File: config.mk
export PLATFORM = sky130hd
export DESIGN_NAME = spi_autocs_master
export DESIGN_NICKNAME = d
export VERILOG_FILES = /design/src/rtl/spi_am_pkg.sv /design/src/rtl/spi_sync_fifo.sv /design/src/rtl/spi_baud_gen.sv /design/src/rtl/spi_frame_seq.sv /design/src/rtl/spi_autocs_master.sv
export SDC_FILE = /design/constraint.sdc
export NUM_CORES = 1
export LEC_CHECK = 0
export CAP_MARGIN = 20
export CORE_MARGIN = 4
export CORE_UTILIZATION = 50
export DETAILED_ROUTE_END_ITERATION = 8
export GPL_TIMING_DRIVEN = 0
export PLACE_DENSITY = 0.7
export SLEW_MARGIN = 20
export SYNTH_ARGS = -nofsm -noshare
export SYNTH_HDL_FRONTEND = slang
export SYNTH_SLANG_ARGS = --single-unit
File: constraint.sdc
create_clock -name clk_i -period 3.6 [get_ports clk_i]
set_input_delay 0.54 -clock clk_i [delete_from_list [all_inputs] [get_ports clk_i]]
set_output_delay 0.54 -clock clk_i [all_outputs]
set_load 0.02 [all_outputs]
File: src/rtl/spi_am_pkg.sv
package spi_am_pkg;
  typedef enum logic [2:0] {
    ST_IDLE,
    ST_SETUP,
    ST_XFER,
    ST_NEXT,
    ST_HOLD,
    ST_GAP
  } seq_state_e;

  localparam int unsigned TIME_W = 3;
endpackage

File: src/rtl/spi_sync_fifo.sv
module spi_sync_fifo #(
  parameter int unsigned WIDTH = 8,
  parameter int unsigned DEPTH = 4
) (
  input  logic             clk_i,
  input  logic             rst_ni,
  input  logic             push_i,
  input  logic [WIDTH-1:0] push_data_i,
  input  logic             pop_i,
  output logic [WIDTH-1:0] data_o,
  output logic             full_o,
  output logic             empty_o
);
  localparam int unsigned AW = $clog2(DEPTH);

  logic [WIDTH-1:0] mem_q [DEPTH];
  logic [AW:0]      wr_q, rd_q;

  assign empty_o = (wr_q == rd_q);
  assign full_o  = (wr_q[AW] != rd_q[AW]) && (wr_q[AW-1:0] == rd_q[AW-1:0]);
  assign data_o  = mem_q[rd_q[AW-1:0]];

  always_ff @(posedge clk_i or negedge rst_ni) begin
    if (!rst_ni) begin
      wr_q <= '0;
      rd_q <= '0;
    end else begin
      if (push_i) wr_q <= wr_q + 1'b1;
      if (pop_i)  rd_q <= rd_q + 1'b1;
    end
  end

  always_ff @(posedge clk_i) begin
    if (push_i) mem_q[wr_q[AW-1:0]] <= push_data_i;
  end

  assert_no_push_full_R9: assert property (@(posedge clk_i) disable iff (!rst_ni)
    push_i |-> !full_o);
  assert_no_pop_empty_R10: assert property (@(posedge clk_i) disable iff (!rst_ni)
    pop_i |-> !empty_o);
endmodule

File: src/rtl/spi_baud_gen.sv
module spi_baud_gen #(
  parameter int unsigned DIV_W = 8
) (
  input  logic             clk_i,
  input  logic             rst_ni,
  input  logic             en_i,
  input  logic [DIV_W-1:0] div_i,
  output logic             tick_o
);
  logic [DIV_W-1:0] cnt_q;

  assign tick_o = en_i && (cnt_q == div_i);

  always_ff @(posedge clk_i or negedge rst_ni) begin
    if (!rst_ni)     cnt_q <= '0;
    else if (!en_i)  cnt_q <= '0;
    else if (tick_o) cnt_q <= '0;
    else             cnt_q <= cnt_q + 1'b1;
  end

  assert_tick_needs_en_R3: assert property (@(posedge clk_i) disable iff (!rst_ni)
    tick_o |-> $past(en_i) || (div_i == '0));
endmodule

File: src/rtl/spi_frame_seq.sv
module spi_frame_seq
  import spi_am_pkg::*;
#(
  parameter int unsigned FRAME_W = 8
) (
  input  logic               clk_i,
  input  logic               rst_ni,
  input  logic               tick_i,
  input  logic [TIME_W-1:0]  cfg_setup_i,
  input  logic [TIME_W-1:0]  cfg_hold_i,
  input  logic [TIME_W-1:0]  cfg_gap_i,
  input  logic               cfg_lsb_first_i,
  input  logic               cfg_inv_mosi_i,
  input  logic               cfg_inv_miso_i,
  input  logic               cfg_auto_i,
  input  logic [FRAME_W-1:0] dflt_i,
  input  logic               tx_empty_i,
  input  logic [FRAME_W-1:0] tx_data_i,
  input  logic               rx_full_i,
  input  logic               miso_i,
  output logic               tx_pop_o,
  output logic               rx_push_o,
  output logic [FRAME_W-1:0] rx_data_o,
  output logic               baud_en_o,
  output logic               sclk_o,
  output logic               mosi_o,
  output logic               cs_act_o,
  output logic               busy_o,
  output logic               underflow_o
);
  localparam int unsigned BW = $clog2(FRAME_W);
  localparam logic [BW-1:0] LAST_BIT = BW'(FRAME_W - 1);

  seq_state_e         state_q;
  logic [TIME_W:0]    ph_q;
  logic [BW-1:0]      bit_q;
  logic [FRAME_W-1:0] tx_sh_q, rx_sh_q;
  logic               sclk_q, uf_q;
  logic               can_go, at_start, last_fall, in_bit;

  assign can_go    = !rx_full_i && (!tx_empty_i || cfg_auto_i);
  assign at_start  = (state_q == ST_IDLE) || (state_q == ST_NEXT);
  assign tx_pop_o  = at_start && can_go && !tx_empty_i;
  assign last_fall = (state_q == ST_XFER) && tick_i && sclk_q && (bit_q == LAST_BIT);
  assign rx_push_o = last_fall;
  assign rx_data_o = rx_sh_q;
  assign baud_en_o = (state_q == ST_SETUP) || (state_q == ST_XFER) ||
                     (state_q == ST_HOLD)  || (state_q == ST_GAP);
  assign in_bit    = miso_i ^ cfg_inv_miso_i;
  assign mosi_o    = (cfg_lsb_first_i ? tx_sh_q[0] : tx_sh_q[FRAME_W-1]) ^ cfg_inv_mosi_i;
  assign sclk_o    = sclk_q;
  assign cs_act_o  = (state_q != ST_IDLE);
  assign busy_o    = (state_q != ST_IDLE);
  assign underflow_o = uf_q;

  always_ff @(posedge clk_i or negedge rst_ni) begin
    if (!rst_ni) begin
      state_q <= ST_IDLE;
      ph_q    <= '0;
      bit_q   <= '0;
      tx_sh_q <= '0;
      rx_sh_q <= '0;
      sclk_q  <= 1'b0;
      uf_q    <= 1'b0;
    end else begin
      uf_q <= 1'b0;
      unique case (state_q)
        ST_IDLE, ST_NEXT: begin
          if (can_go) begin
            tx_sh_q <= tx_empty_i ? dflt_i : tx_data_i;
            uf_q    <= tx_empty_i;
            bit_q   <= '0;
            sclk_q  <= 1'b0;
            if (state_q == ST_IDLE && cfg_setup_i != '0) begin
              state_q <= ST_SETUP;
              ph_q    <= {cfg_setup_i, 1'b0};
            end else if (state_q == ST_NEXT && cfg_gap_i != '0) begin
              state_q <= ST_GAP;
              ph_q    <= {cfg_gap_i, 1'b0};
            end else begin
              state_q <= ST_XFER;
            end
          end else if (state_q == ST_NEXT) begin
            if (cfg_hold_i != '0) begin
              state_q <= ST_HOLD;
              ph_q    <= {cfg_hold_i, 1'b0};
            end else begin
              state_q <= ST_IDLE;
            end
          end
        end
        ST_SETUP, ST_GAP, ST_HOLD: begin
          if (tick_i) begin
            if (ph_q == 1) state_q <= (state_q == ST_HOLD) ? ST_IDLE : ST_XFER;
            else           ph_q    <= ph_q - 1'b1;
          end
        end
        ST_XFER: begin
          if (tick_i) begin
            if (!sclk_q) begin
              sclk_q  <= 1'b1;
              rx_sh_q <= cfg_lsb_first_i ? {in_bit, rx_sh_q[FRAME_W-1:1]}
                                         : {rx_sh_q[FRAME_W-2:0], in_bit};
            end else begin
              sclk_q <= 1'b0;
              if (bit_q == LAST_BIT) begin
                state_q <= ST_NEXT;
              end else begin
                bit_q   <= bit_q + 1'b1;
                tx_sh_q <= cfg_lsb_first_i ? (tx_sh_q >> 1) : (tx_sh_q << 1);
              end
            end
          end
        end
        default: state_q <= ST_IDLE;
      endcase
    end
  end

  assert_sclk_low_idle_R12: assert property (@(posedge clk_i) disable iff (!rst_ni)
    (state_q != ST_XFER) |-> !sclk_q);
  assert_edge_inside_cs_R2: assert property (@(posedge clk_i) disable iff (!rst_ni)
    $rose(sclk_q) |-> cs_act_o);
  assert_mosi_stable_high_R12: assert property (@(posedge clk_i) disable iff (!rst_ni)
    (sclk_q && $past(sclk_q)) |-> $stable(tx_sh_q));
  assert_underflow_cause_R10: assert property (@(posedge clk_i) disable iff (!rst_ni)
    uf_q |-> $past(cfg_auto_i && tx_empty_i));
  assert_next_after_frame_R8: assert property (@(posedge clk_i) disable iff (!rst_ni)
    (state_q == ST_NEXT) |-> $past(state_q == ST_XFER));
endmodule

File: src/rtl/spi_autocs_master.sv
module spi_autocs_master
  import spi_am_pkg::*;
#(
  parameter int unsigned FRAME_W = 8,
  parameter int unsigned FIFO_D  = 4,
  parameter int unsigned DIV_W   = 8
) (
  input  logic               clk_i,
  input  logic               rst_ni,
  input  logic [DIV_W-1:0]   cfg_div_i,
  input  logic [2:0]         cfg_setup_i,
  input  logic [2:0]         cfg_hold_i,
  input  logic [2:0]         cfg_gap_i,
  input  logic               cfg_cs_high_i,
  input  logic               cfg_lsb_first_i,
  input  logic               cfg_inv_mosi_i,
  input  logic               cfg_inv_miso_i,
  input  logic               cfg_auto_tx_i,
  input  logic [FRAME_W-1:0] cfg_dflt_word_i,
  input  logic               tx_valid_i,
  input  logic [FRAME_W-1:0] tx_data_i,
  output logic               tx_ready_o,
  output logic               rx_valid_o,
  output logic [FRAME_W-1:0] rx_data_o,
  input  logic               rx_ready_i,
  output logic               busy_o,
  output logic               tx_empty_o,
  output logic               rx_full_o,
  output logic               underflow_o,
  output logic               sclk_o,
  output logic               mosi_o,
  input  logic               miso_i,
  output logic               cs_o
);
  logic               tx_full, tx_pop, rx_empty, rx_push, tick, baud_en, cs_act;
  logic [FRAME_W-1:0] tx_head, rx_word;

  assign tx_ready_o = !tx_full;
  assign rx_valid_o = !rx_empty;
  assign cs_o       = cfg_cs_high_i ? cs_act : !cs_act;

  spi_sync_fifo #(.WIDTH(FRAME_W), .DEPTH(FIFO_D)) u_tx_fifo (
    .clk_i, .rst_ni,
    .push_i(tx_valid_i && !tx_full), .push_data_i(tx_data_i),
    .pop_i(tx_pop), .data_o(tx_head), .full_o(tx_full), .empty_o(tx_empty_o)
  );

  spi_sync_fifo #(.WIDTH(FRAME_W), .DEPTH(FIFO_D)) u_rx_fifo (
    .clk_i, .rst_ni,
    .push_i(rx_push), .push_data_i(rx_word),
    .pop_i(rx_ready_i && !rx_empty), .data_o(rx_data_o),
    .full_o(rx_full_o), .empty_o(rx_empty)
  );

  spi_baud_gen #(.DIV_W(DIV_W)) u_baud (
    .clk_i, .rst_ni, .en_i(baud_en), .div_i(cfg_div_i), .tick_o(tick)
  );

  spi_frame_seq #(.FRAME_W(FRAME_W)) u_seq (
    .clk_i, .rst_ni, .tick_i(tick),
    .cfg_setup_i, .cfg_hold_i, .cfg_gap_i,
    .cfg_lsb_first_i, .cfg_inv_mosi_i, .cfg_inv_miso_i,
    .cfg_auto_i(cfg_auto_tx_i), .dflt_i(cfg_dflt_word_i),
    .tx_empty_i(tx_empty_o), .tx_data_i(tx_head), .rx_full_i(rx_full_o),
    .miso_i, .tx_pop_o(tx_pop), .rx_push_o(rx_push), .rx_data_o(rx_word),
    .baud_en_o(baud_en), .sclk_o, .mosi_o, .cs_act_o(cs_act), .busy_o,
    .underflow_o
  );

  assert_cs_idle_level_R1: assert property (@(posedge clk_i) disable iff (!rst_ni)
    !busy_o |-> (cs_o == !cfg_cs_high_i));
endmodule

# Word level (Yosys, flattened, before mapping)
# Memories as Yosys holds them, arrays and structs flattened.
# Cells that the tools add are included.
# word_totals
register_bits	48
ram_bits	64
out_inout_bits	17
word_cells	133
mem_count	2
# classes
addsub	7
n_eq_ne	25
muxes	47
bitwise	3
reduce_logical	37
# memory_table
memory	words	width	rd	rd_ports_with_merged_regs	write_ports	line_no	rtl
u_rx_fifo.mem_q	4	8	1	0	1	spi_sync_fifo.sv:16	logic [WIDTH-1:0] mem_q [DEPTH];
u_tx_fifo.mem_q	4	8	1	0	1	spi_sync_fifo.sv:16	
# ops
op	count
8-bit 2-to-1 mux	9
3-bit 2-to-1 mux	14
4-bit 2-to-1 mux	7
8-bit case mux with 2 select lines	1
3-bit by 1-bit adder with 3-bit output, second input constant	5
1-bit logical AND	13
6-bit AND reduction	2
3-bit nonzero test	4
1-bit 2-to-1 mux	11
2-bit by 1-bit inequality test with 1-bit output, second input constant	5
3-bit == test, second input constant	3
3-bit case mux with 3 select lines	1
8-bit by 1-bit adder with 8-bit output, second input constant	1
8-bit == test	1
4-bit case mux with 2 select lines	1
3-bit by 2-bit == test with 1-bit output, second input constant	2
3-bit == test	2
2-bit inequality test, second input constant	3
3-bit by 1-bit inequality test with 1-bit output, second input constant	2
3-bit case mux with 2 select lines	1
3-bit AND reduction	2
1-bit logical NOT	5
1-bit logical OR	5
5-bit AND reduction	1
14 further kinds	18

# Longest topological paths before layout
# Gate-level depths: netlist of the first run.
# depth
ltp_word	10
ltp_mapped	9

# Modules after synthesis
# Synthesis of the first run repeated with hierarchy kept, for this count alone.
# unflattened
hier_cells	394
area_unflattened_um2	5397.7
# by_module_without_submodules
mod	instances	cells_per_inst	area_per_inst_um2
spi_sync_fifo	2	72	1500.2
spi_frame_seq	1	198	1876.8
spi_baud_gen	1	47	491.7
spi_autocs_master	1	5	28.8

# Least setup slack after synthesis of the first run
# Ideal clock, no wire load.
# synth_path
path_kind	in2reg
startpoint	input cfg_div_i[7]
endpoint	memory u_rx_fifo.mem_q[3][0] (enable)
arrival_ns	1.973
required_ns	3.261
setup_slack_ns	1.287
path_stages	5
path_cell_list	xor2_1 > nor4_1 > nand2_1 > nor3_2 > and2_1
# synth_between
elab_chain_len	7
# synth_rtl
element	line_no	rtl
start: declaration	spi_autocs_master.sv:10	input logic [DIV_W-1:0] cfg_div_i,
8-bit == test	spi_baud_gen.sv:12	assign tick_o = en_i && (cnt_q == div_i);
1-bit logical AND	spi_baud_gen.sv:12	
1-bit logical AND (3 in a row)	spi_frame_seq.sv:44	assign last_fall = (state_q == ST_XFER) && tick_i && sclk_q && (bit_q == LAST_BIT);
1-bit 2-to-1 mux	spi_sync_fifo.sv:34	if (push_i) mem_q[wr_q[AW-1:0]] <= push_data_i;
1-bit 2-to-1 mux (not written as such)	spi_sync_fifo.sv:34	
end: declaration	spi_sync_fifo.sv:16	
# Every way passes these cells.

# Worst setup path after layout of the first run
# layout_path
startpoint	register u_seq.state_q[0]
endpoint	output cs_o
# layout_between
elab_chain_len	3
# layout_rtl
element	line_no	rtl
start: declaration	spi_frame_seq.sv:34	seq_state_e state_q;
start signal: assignment	spi_frame_seq.sv:94	if (ph_q == 1) state_q <= (state_q == ST_HOLD) ? ST_IDLE : ST_XFER;
3-bit nonzero test (*)	spi_frame_seq.sv:52	assign cs_act_o = (state_q != ST_IDLE);
1-bit logical NOT	spi_autocs_master.sv:40	assign cs_o = cfg_cs_high_i ? cs_act : !cs_act;
1-bit 2-to-1 mux (*)	spi_autocs_master.sv:40	
end: declaration	spi_autocs_master.sv:33	output logic cs_o
# Every way passes the cells marked *; elsewhere a longest branch is shown, timed or not.

==> results of run 1 <==
## placed cells by master, fill, tap and decap left out, types with 4 or more instances in the layout
| master | instances |
|---|---|
| a211oi_1 | 6 |
| mux2i_1 | 8 |
| a21oi_1 | 12 |
| clkdlybuf4s50_1 | 57 |
| ha_1 | 15 |
| inv_1 | 15 |
| mux4_2 | 8 |
| nand2_1 | 41 |
| or3_1 | 4 |
| mux4_1 | 8 |
| and3_1 | 8 |
| and2_1 | 10 |
| xnor2_1 | 14 |
| edfxtp_1 | 64 |
| a31oi_1 | 12 |
| clkbuf_1 | 10 |
| buf_2 | 6 |
| mux2_2 | 10 |
| nor3_1 | 6 |
| a21o_1 | 4 |
| nand3_1 | 10 |
| xor2_1 | 17 |
| o21ai_0 | 16 |
| nor2_1 | 23 |
| clkbuf_8 | 9 |
| dfrtp_1 | 48 |
## worst max-delay path by stage
stage,from,end,depth (start not counted)
after floorplan,cfg_div_i[7],u_rx_fifo.mem_q[3][0],5
after global placement,cfg_div_i[7],u_rx_fifo.mem_q[3][6],6
after detailed placement,cfg_div_i[7],u_rx_fifo.mem_q[3][6],6
after CTS,u_seq.state_q[0],cs_o,7
after global routing,u_seq.state_q[0],cs_o,7
final,u_seq.state_q[0],cs_o,7
## logic make-up (layout without fill, tap and decap cells)
logic type / Yosys count / after routing / share of synthesized area (%)
mux: 34 / 34 / 10.9
simple gates: 119 / 119 / 10.7
xor+xnor: 31 / 31 / 5.05
flops: 112 / 112 / 58.1
fa+ha+maj: 15 / 15 / 3.49
compound gates: 72 / 72 / 8.64
buf+inv: 36 / 111 / 3.12
## where the power goes
part / total (mW) / internal, mW / switching, mW
Clock: 0.720 / 0.271 / 0.449
Sequential: 1.74 / 1.60 / 0.141
Combinational: 2.12 / 1.01 / 1.11
## metal layers
metal  routed length (um)  track usage, %  vias to the layer above
li1                     -               -                     1684
met1                 4440            21.7                     1651
met2                 4910            27.5                       81
met3                  323            2.55                       14
met4                  119            5.27                        0
met5                    0               0                        -
## through the flow
step | setup slack, ps | std cells | util, % | total power [mW]
after floorplan | 1290 | 419 | - | 3.27
after global placement | 297 | 613 | 58.8 | 3.85
after detailed placement | 276 | 614 | 58.9 | 3.90
after CTS | 555 | 630 | 60.8 | 4.61
after global routing | 354 | 630 | 60.8 | 4.91
final | 571 | 630 | 60.8 | 4.58
## area by class of cell
type	count	share of cell area, %
clock inverters	6	0.989
clock buffers	10	2.02
repair buffers	59	9.41
inverters	17	1.01
multi-input cells	271	32.9
flip-flops and latches	112	49.3
plain buffers	19	1.64
well taps	136	2.69
## state kept, by name, summed over array words and instances (netlist names)
name               count
u_baud.cnt_q           8
u_seq.rx_data_o        8
u_rx_fifo.wr_q         3
u_seq.bit_q            3
u_rx_fifo.mem_q       32
u_seq.state_q          3
u_tx_fifo.wr_q         3
u_seq.tx_sh_q          8
u_rx_fifo.rd_q         3
u_tx_fifo.rd_q         3
u_seq.sclk_o           1
u_seq.ph_q             4
u_tx_fifo.mem_q       32
u_seq.underflow_o      1
## worst max-delay path, delay by kind of cell, from the launching register on
kind                      cells  cell delay [ps]
buffers and inverters         4             1040
and+or+nand+nor               2              570
DFF                           1              370
xor gates and xnor gates      1              140
==> summary.txt, run 1 <==
Run status
  – Status: finished, final reports clean

Synthesis
  – Synth top area share: 35.8%
  – #FFs+latches synth: roughly 110
  – Ys async rst share: between 40% and 50%
  – Post-Syn Nets: between 400 and 500
  – Sequential area share after synthesis: between 50% and 60%
  – Yosys warns: 0
  – Most numerous cell in the Yosys netlist: edfxtp_1
  – Main area contributors after synthesis: edfxtp_1, dfrtp_1, mux4_1
  – Syn Area/Cell: approximately 13 um^2
  – Dominant cell type by area after synthesis: edfxtp_1
  – Post-synthesis cell area: between 5000 and 6000 um^2
  – Post-Synthesis Cells: approximately 420
  – Synth cell types: 54
  – Post-synth EDFFs: between 60 and 70
  – Primary FF master, synth: edfxtp_1
  – Synth cell count leaders: edfxtp_1, dfrtp_1, nand2_1

Global route
  – Largest net degree at the start of global routing: 32
  – GR Util All Layers: ~16%
  – GRT overflow: 0
  – Initial antenna violation count: 0
  – Vias in the first global route: 3412
  – First-pass GRT wire length: roughly 17 mm

STA
  – Fin Hold WS: 93.2 ps
  – Setup TNS: 0 ps
  – Clock Skews: 16.0 ps
  – Slew @ Worst Pin: slightly above 600 ps
  – Max frequency: 0.330 GHz
  – Relative slew slack: 58.9%
  – Hold Vio Cnt, Final: 0
  – Clock period minus worst slack: approximately 3000 ps
  – Slew Viols, Final: 0
  – Endpoints failing setup: 0
  – RSZ-0062 raised after global routing: false
  – Fin crit share: 84.1%

Place
  – PortBufs: just under 60
  – GP Congestion: 0.852
  – Dpl hpwl: ~7 mm
  – Area after DPL: 6140 um^2

Cells and area
  – Cell area after layout: around 6300 um^2
  – Storage cell area: between 3000 and 4000 um^2
  – Fillers: between 800 and 900
  – Ant diodes: 0
  – Final nets: ~550
  – Multi-input logic area: 2080 um^2
  – Area delta synth->final: 17.8%
  – Share of layout cells above drive strength 1: slightly below 10%

Clock tree
  – Clock Root Buffer: clkbuf_8
  – Clk_lat worst skew: 370 ps
  – CTS resizes: 0
  – Clock sink total: between 100 and 150
  – CTS buffer count: 9
  – Max Root-Sink Buffers: 2
  – # H-tree levels: 3
  – Setup bufs post-CTS: 0
  – Clock tree from TritonCTS: done
  – Clock-pin slew on the worst setup and hold paths: roughly 110 ps
  – Hold Buf Count CTS: 0

Floorplanning
  – Die ar.: about 12000 um^2
  – Starting Density: approximately half
  – Die height: roughly 110 um
  – Top Ports: 60
  – Std-Cell Rows: 37
  – Core Region: about 10000 um^2
  – Die width: roughly 110 um

Critical path
  – Crit-path max FO: 10
  – WP data arrival: 2490 ps
  – Flop2flop setup slack: 840 ps
  – RR Endpoint: u_rx_fifo.mem_q[3][3]
  – Crit end category: output port
  – Depth of the most critical reg-to-reg path: 5
  – Worst endpoint required time: 3060 ps
  – Reg-to-Reg Start: u_baud.cnt_q[6]
  – CP max stage cell: clkdlybuf4s50_1
  – Crit path largest cell delay: a little over 600 ps
  – Worst path cell trace: buf_2 > or2_2 > clkbuf_1 > nor2_1 > inv_1 > xnor2_1 > clkdlybuf4s50_1
  – Critical Path Start Type: flop
  – CP Class: reg -> out

Power
  – Max VDD drop: between 400 and 500 uV
  – Leak: ~2.5 nW
  – Pwr/cell area: slightly above 700 nW/um^2

Detailed routing
  – Remaining DRCs: 0
  – DR vias/cell: around 5.4
  – Drt total wl: about 9.8 mm
  – DR pass1 iterations: 4
  – Vias: roughly 3400
  – Drt first-iter violations: between 150 and 200
  – Final ANT Viol Nets: 0
  – WL/cell: around 16 um

Run
  – Max-cap viol count: 0

Worst hold path
  – Hold Path Class: in -> async
Note: power is estimated with default switching activity, not from simulation.
==> run 2: changes to the inputs <==
Clock period 3.6 ns to 2.9 ns, I/O delays scaled along.
==> summary.txt, run 2 (synthesized netlist as in run 1, its figures left out) <==
Run status
  – Status: finished, final reports clean

Clock tree
  – Max Root-Sink Buffers: 2 (unchanged)
  – Setup bufs post-CTS: 0 (unchanged)
  – Clock Root Buffer: clkbuf_8
  – Clk_lat worst skew: 370 ps (about the same)
  – Clock sink total: 112 (unchanged)
  – Clock tree from TritonCTS: done
  – # H-tree levels: 3 (unchanged)
  – Clock-pin slew on the worst setup and hold paths: 100 ps (about the same)
  – CTS buffer count: 9 (unchanged)

Floorplanning
  – Die ar.: 12500 um^2 (unchanged)
  – Starting Density: 51.6% (unchanged)
  – Die height: 112 um (unchanged)
  – Top Ports: 60 (unchanged)
  – Std-Cell Rows: 37 (unchanged)
  – Die width: 112 um (unchanged)
  – Core Region: 10400 um^2 (unchanged)

STA
  – RSZ-0062 raised after global routing: false
  – Setup TNS: 0 ps (unchanged)
  – Slew @ Worst Pin: 581 ps (-30.3 ps)
  – Max frequency: approximately 0.36 GHz
  – Slew Viols, Final: 0 (unchanged)
  – Clock period minus worst slack: approximately 2800 ps
  – Hold Vio Cnt, Final: 0 (unchanged)
  – Fin crit share: a little over nine tenths
  – Clock Skews: 16.3 ps (+0.281 ps)
  – Endpoints failing setup: 0 (unchanged)
  – Relative slew slack: 61.3% (+2.4 points)

Worst hold path
  – Hold Path Class: reg -> reg
  – Hold path start: u_tx_fifo.wr_q[2]
  – Worst Hold End: u_tx_fifo.wr_q[2]
  – Hold Path Depth: 1

Power
  – Total power: 5.71 mW (+24%)
  – Gate power share: 46.4% (about the same)
  – Sw Pwr: 2.12 mW (+25%)
  – Net Sw Frac: 37.2% (+0.10 points)
  – Int Power: 3.58 mW (+24%)
  – Pwr/cell area: 897 nW/um^2 (+24%)
  – Max VDD drop: 602 uV (+24%)
  – Sequential share of power: 37.9% (about the same)
  – Leak: 2.48 nW (+0.62%)
  – Clock group share of total power: 15.7% (about the same)

Detailed routing
  – Remaining DRCs: 0 (unchanged)
  – Drt first-iter violations: 159 (+3.2%)
  – Drt total wl: 9.82 mm (+0.27%)
  – WL/cell: 15.6 um (+0.11%)
  – DR pass1 iterations: 5 (+1)
  – Vias: 3432 (+0.058%)
  – DR vias/cell: 5.44 (-0.10%)
  – Final ANT Viol Nets: 0 (unchanged)

Critical path
  – Crit end category: output port
  – CP Class: in -> out
  – RR Endpoint: u_rx_fifo.mem_q[3][3]
  – Reg-to-Reg Start: u_baud.cnt_q[2]
  – Flop2flop setup slack: 330 ps (-510 ps)
  – Depth of the most critical reg-to-reg path: 5 (unchanged)
  – Worst endpoint required time: 2470 ps (-590 ps)
  – WP data arrival: 2350 ps (-140 ps)
  – Critical Path Start Type: input port
  – Crit-path max FO: 10 (unchanged)

Global route
  – Largest net degree at the start of global routing: 32 (unchanged)
  – GR Util All Layers: 16.3% (unchanged)
  – Initial antenna violation count: 0 (unchanged)
  – GRT overflow: 0 (unchanged)
  – First-pass GRT wire length: 16.5 mm (unchanged)
  – Vias in the first global route: 3412 (unchanged)

Place
  – PortBufs: 58 (unchanged)
  – Dpl hpwl: 7.11 mm (unchanged)
  – GP Congestion: 0.852 (unchanged)
  – Area after DPL: 6140 um^2 (unchanged)

Cells and area
  – Fillers: 876 (-0.11%)
  – Multi-input logic area: 2100 um^2 (+0.96%)
  – Final Util: 61.1% (+0.31 points)
  – Ant diodes: 0 (unchanged)
  – Cell area after layout: 6360 um^2 (+0.51%)
  – Share of layout cells above drive strength 1: 10.5% (+0.59 points)
  – Storage cell area: 3120 um^2 (unchanged)
  – Final nets: 548 (+0.18%)
  – Area delta synth->final: 18.4%
  – Commonest non-fill, non-tap cells in the layout: edfxtp_1, clkdlybuf4s50_1, dfrtp_1
  – Commonest non-fill, non-tap cell in the layout: edfxtp_1

Run
  – Max-cap viol count: 0 (unchanged)
-- run 2: cell count changes in the layout (fill, tap and decap cells not counted) --
cell	delta
nor2_4	+1
dlymetal6s2s_1	+1
nor4_2	+2
clkdlybuf4s50_1	-1
nor2_1	-1
nor4_1	-2
dlygate4sd3_1	+1
-- run 2: what timing repair did --
action,CTS,global route
gates resized for setup,1,4
gates cloned,0,0
setup endpoints to repair,1,34
hold endpoints to repair,13,0
hold buffers,1,0
-- run 2: critical path, stage by stage --
cell and delay [ps]:
clkbuf_1 310, buf_1 510, mux2i_1 330, xnor2_1 150, clkdlybuf4s50_1 620
-- run 2: per-layer routing --
metal | track usage, % | wire length [um]
met5 | 0 | 0
met4 | 5.27 | 111
met3 | 2.50 | 320
met2 | 27.5 | 4920
met1 | 21.7 | 4470
-- run 2: final cells by class --
class | instances | share of cell area (%)
sequential | 112 | 49.1
clock buffer | 10 | 2.01
tap | 136 | 2.68
multi-input combinational | 271 | 33.0
buffer | 19 | 1.63
clock inverter | 6 | 0.983
inverter | 17 | 1.00
timing repair buffer | 60 | 9.56
-- run 2: worst max-delay path by stage --
stage / from / endpoint / cells past startpoint
2_1_floorplan: cfg_div_i[7] / u_rx_fifo.mem_q[3][0] / 5
3_3_place_gp: cfg_div_i[7] / u_rx_fifo.mem_q[3][6] / 6
3_5_place_dp: cfg_div_i[7] / u_rx_fifo.mem_q[3][6] / 6
4_1_cts: cfg_div_i[7] / u_rx_fifo.mem_q[3][0] / 6
5_1_grt: u_tx_fifo.rd_q[0] / tx_empty_o / 5
6_report: cfg_lsb_first_i / mosi_o / 5
-- run 2: power groups by stage --
stage / logic, mW / clock network, mW / registers (mW)
final: 2.65 / 0.894 / 2.16
after detailed placement: 2.65 / 0 / 2.20
after global placement: 2.60 / 0 / 2.18
after global routing: 2.92 / 0.990 / 2.20
after floorplan: 1.91 / 0 / 2.15
after CTS: 2.66 / 0.906 / 2.16
-- run 2: through the flow --
| step | instances | hold WS, ps | setup slack (ps) |
|---|---|---|---|
| after floorplan | 419 | 139 | 692 |
| after global placement | 613 | 474 | -298 |
| after detailed placement | 614 | 404 | -319 |
| after CTS | 631 | 497 | 55.2 |
| after global routing | 631 | 503 | 9.11 |
| final | 631 | 493 | 112 |
==> run 3: changes to the inputs <==
Settings changed: SKIP_CTS_REPAIR_TIMING set to 1.
==> summary.txt, run 3 (synthesized netlist as in run 1, its figures left out) <==
Clock tree
  – Clk_lat worst skew: 370 ps (about the same)
  – Clock tree from TritonCTS: done
  – Clock sink total: 112 (unchanged)
  – # H-tree levels: 3 (unchanged)
  – Clock Root Buffer: clkbuf_8
  – Max Root-Sink Buffers: 2 (unchanged)
  – Clock-pin slew on the worst setup and hold paths: 110 ps (about the same)
  – CTS buffer count: 9 (unchanged)

Detailed routing
  – Final ANT Viol Nets: 0 (unchanged)
  – Vias: 3430 (-0.058%)
  – DR pass1 iterations: 5 (unchanged)
  – DR vias/cell: 5.44 (+0.10%)
  – Remaining DRCs: 0 (unchanged)
  – Drt first-iter violations: 162 (+1.9%)
  – WL/cell: 15.6 um (about the same)
  – Drt total wl: 9.80 mm (-0.17%)

STA
  – Clock Skews: 16.0 ps (-0.315 ps)
  – Fin crit share: 95.9% (-0.19 points)
  – Relative slew slack: 61.3% (about the same)
  – Slew @ Worst Pin: 581 ps (+0.124 ps)
  – Hold Vio Cnt, Final: 12 (+12)
  – Endpoints failing setup: 0 (unchanged)
  – Fin Hold WS: -12.1 ps (-505 ps)
  – RSZ-0062 raised after global routing: false
  – Slew Viols, Final: 0 (unchanged)
  – Max frequency: 0.359 GHz (+0.19%)
  – Clock period minus worst slack: 2780 ps (-5.42 ps)

Cells and area
  – Ant diodes: 0 (unchanged)
  – Fillers: 877 (+0.11%)
  – Commonest non-fill, non-tap cell in the layout: edfxtp_1
  – Share of layout cells above drive strength 1: 10.5% (+0.021 points)
  – Final nets: 547 (-0.18%)
  – Area delta synth->final: 18.2%
  – Commonest non-fill, non-tap cells in the layout: edfxtp_1, clkdlybuf4s50_1, dfrtp_1
  – Post-route insts no fill: 630 (-0.16%)
  – Cell area after layout: 6350 um^2 (-0.16%)

Power
  – Max VDD drop: 602 uV (about the same)
  – Net Sw Frac: 37.2% (about the same)
  – Gate power share: 46.4% (about the same)
  – Clock group share of total power: 15.7% (about the same)
  – Sw Pwr: 2.12 mW (about the same)
  – Int Power: 3.58 mW (about the same)
  – Leak: 2.47 nW (-0.17%)
  – Sequential share of power: 37.9% (about the same)
  – Pwr/cell area: 898 nW/um^2 (+0.13%)

Run status
  – Failing checks: hold timing
  – Status: finished, violations left

Global route
  – GR Util All Layers: 16.3% (unchanged)
  – Largest net degree at the start of global routing: 32 (unchanged)
  – GRT overflow: 0 (unchanged)
  – Vias in the first global route: 3412 (unchanged)
  – Initial antenna violation count: 0 (unchanged)
  – First-pass GRT wire length: 16.5 mm (unchanged)

Place
  – GP Congestion: 0.852 (unchanged)
  – PortBufs: 58 (unchanged)
  – Cell total after placement: 614 (unchanged)
  – Area after DPL: 6140 um^2 (unchanged)
  – Dpl hpwl: 7.11 mm (unchanged)

Critical path
  – Crit-path max FO: 10 (unchanged)
  – Critical Path Start Type: input port
  – Crit end category: output port
  – WP data arrival: 2350 ps (about the same)
  – Depth of the most critical reg-to-reg path: 5 (unchanged)
  – CP Class: in -> out
  – Worst endpoint required time: 2470 ps (about the same)

Floorplanning
  – Die width: 112 um (unchanged)
  – Std-Cell Rows: 37 (unchanged)
  – Top Ports: 60 (unchanged)
  – Die ar.: 12500 um^2 (unchanged)
  – Starting Density: 51.6% (unchanged)
  – Core Region: 10400 um^2 (unchanged)
  – Die height: 112 um (unchanged)

Worst hold path
  – Hold Path Class: in -> async

Run
  – Max-cap viol count: 0 (unchanged)
==> run 3: cell count changes in the layout (fill, tap and decap cells not counted) <==
| cell | previous run | this run |
|---|---|---|
| dlygate4sd3_1 | 1 | 0 |
==> run 3: final timing paths <==
path / from / to / slack [ps]
max: cfg_lsb_first_i / mosi_o / 120
min: rst_ni / u_baud.cnt_q[4] / -10
max reg2reg: u_baud.cnt_q[2] / u_rx_fifo.mem_q[3][3] / 330
min reg2reg: u_tx_fifo.wr_q[2] / u_tx_fifo.wr_q[2] / 490
max in group asynchronous: rst_ni / u_seq.bit_q[2] / 2390
min in group clk_i: u_tx_fifo.wr_q[2] / u_tx_fifo.wr_q[2] / 490
==> run 3: final cells by class <==
type / instances / area, um^2 / area share [%]
Tap cell: 136 / 170 / 2.68
Sequential cell: 112 / 3120 / 49.2
Clock buffer: 10 / 128 / 2.01
Buffer: 19 / 104 / 1.64
Clock inverter: 6 / 62.6 / 0.985
Timing Repair Buffer: 59 / 598 / 9.42
Inverter: 17 / 63.8 / 1.00
Multi-Input combinational cell: 271 / 2100 / 33.1
==> run 3: stage by stage <==
step | hold slack (ps) | TNS [ps] | power (mW) | worst slack, ps | utilization (%)
final | -12.1 | 0 | 5.70 | 118 | 61.0
after global routing | 8.49 | 0 | 6.11 | 9.11 | 61.0
after CTS | -5.62 | -40.4 | 5.72 | -40.4 | 60.8
after detailed placement | 404 | -10520 | 4.84 | -319 | 58.9
after global placement | 474 | -10270 | 4.79 | -298 | 58.8
after floorplan | 139 | 0 | 4.06 | 692 | -
==> run 3: critical path, stage by stage <==
cell and delay [ps]:
clkbuf_1 300, buf_1 510, mux2i_1 330, xnor2_1 150, clkdlybuf4s50_1 620
==> run 3: layer usage <==
metal / up-vias / track usage [%] / part of all wire (%)
met5: - / 0 / 0
met4: 0 / 5.27 / 1.1
met3: 10 / 2.55 / 3.3
met2: 74 / 27.5 / 50
met1: 1660 / 21.7 / 45
li1: 1686 / - / -
==> run 3: power by group through the flow <==
stage / clock, mW / combinational, mW / sequential, mW
after global placement: 0 / 2.60 / 2.18
final: 0.894 / 2.65 / 2.16
after floorplan: 0 / 1.91 / 2.15
after global routing: 0.990 / 2.92 / 2.20
after detailed placement: 0 / 2.65 / 2.20
after CTS: 0.906 / 2.65 / 2.16
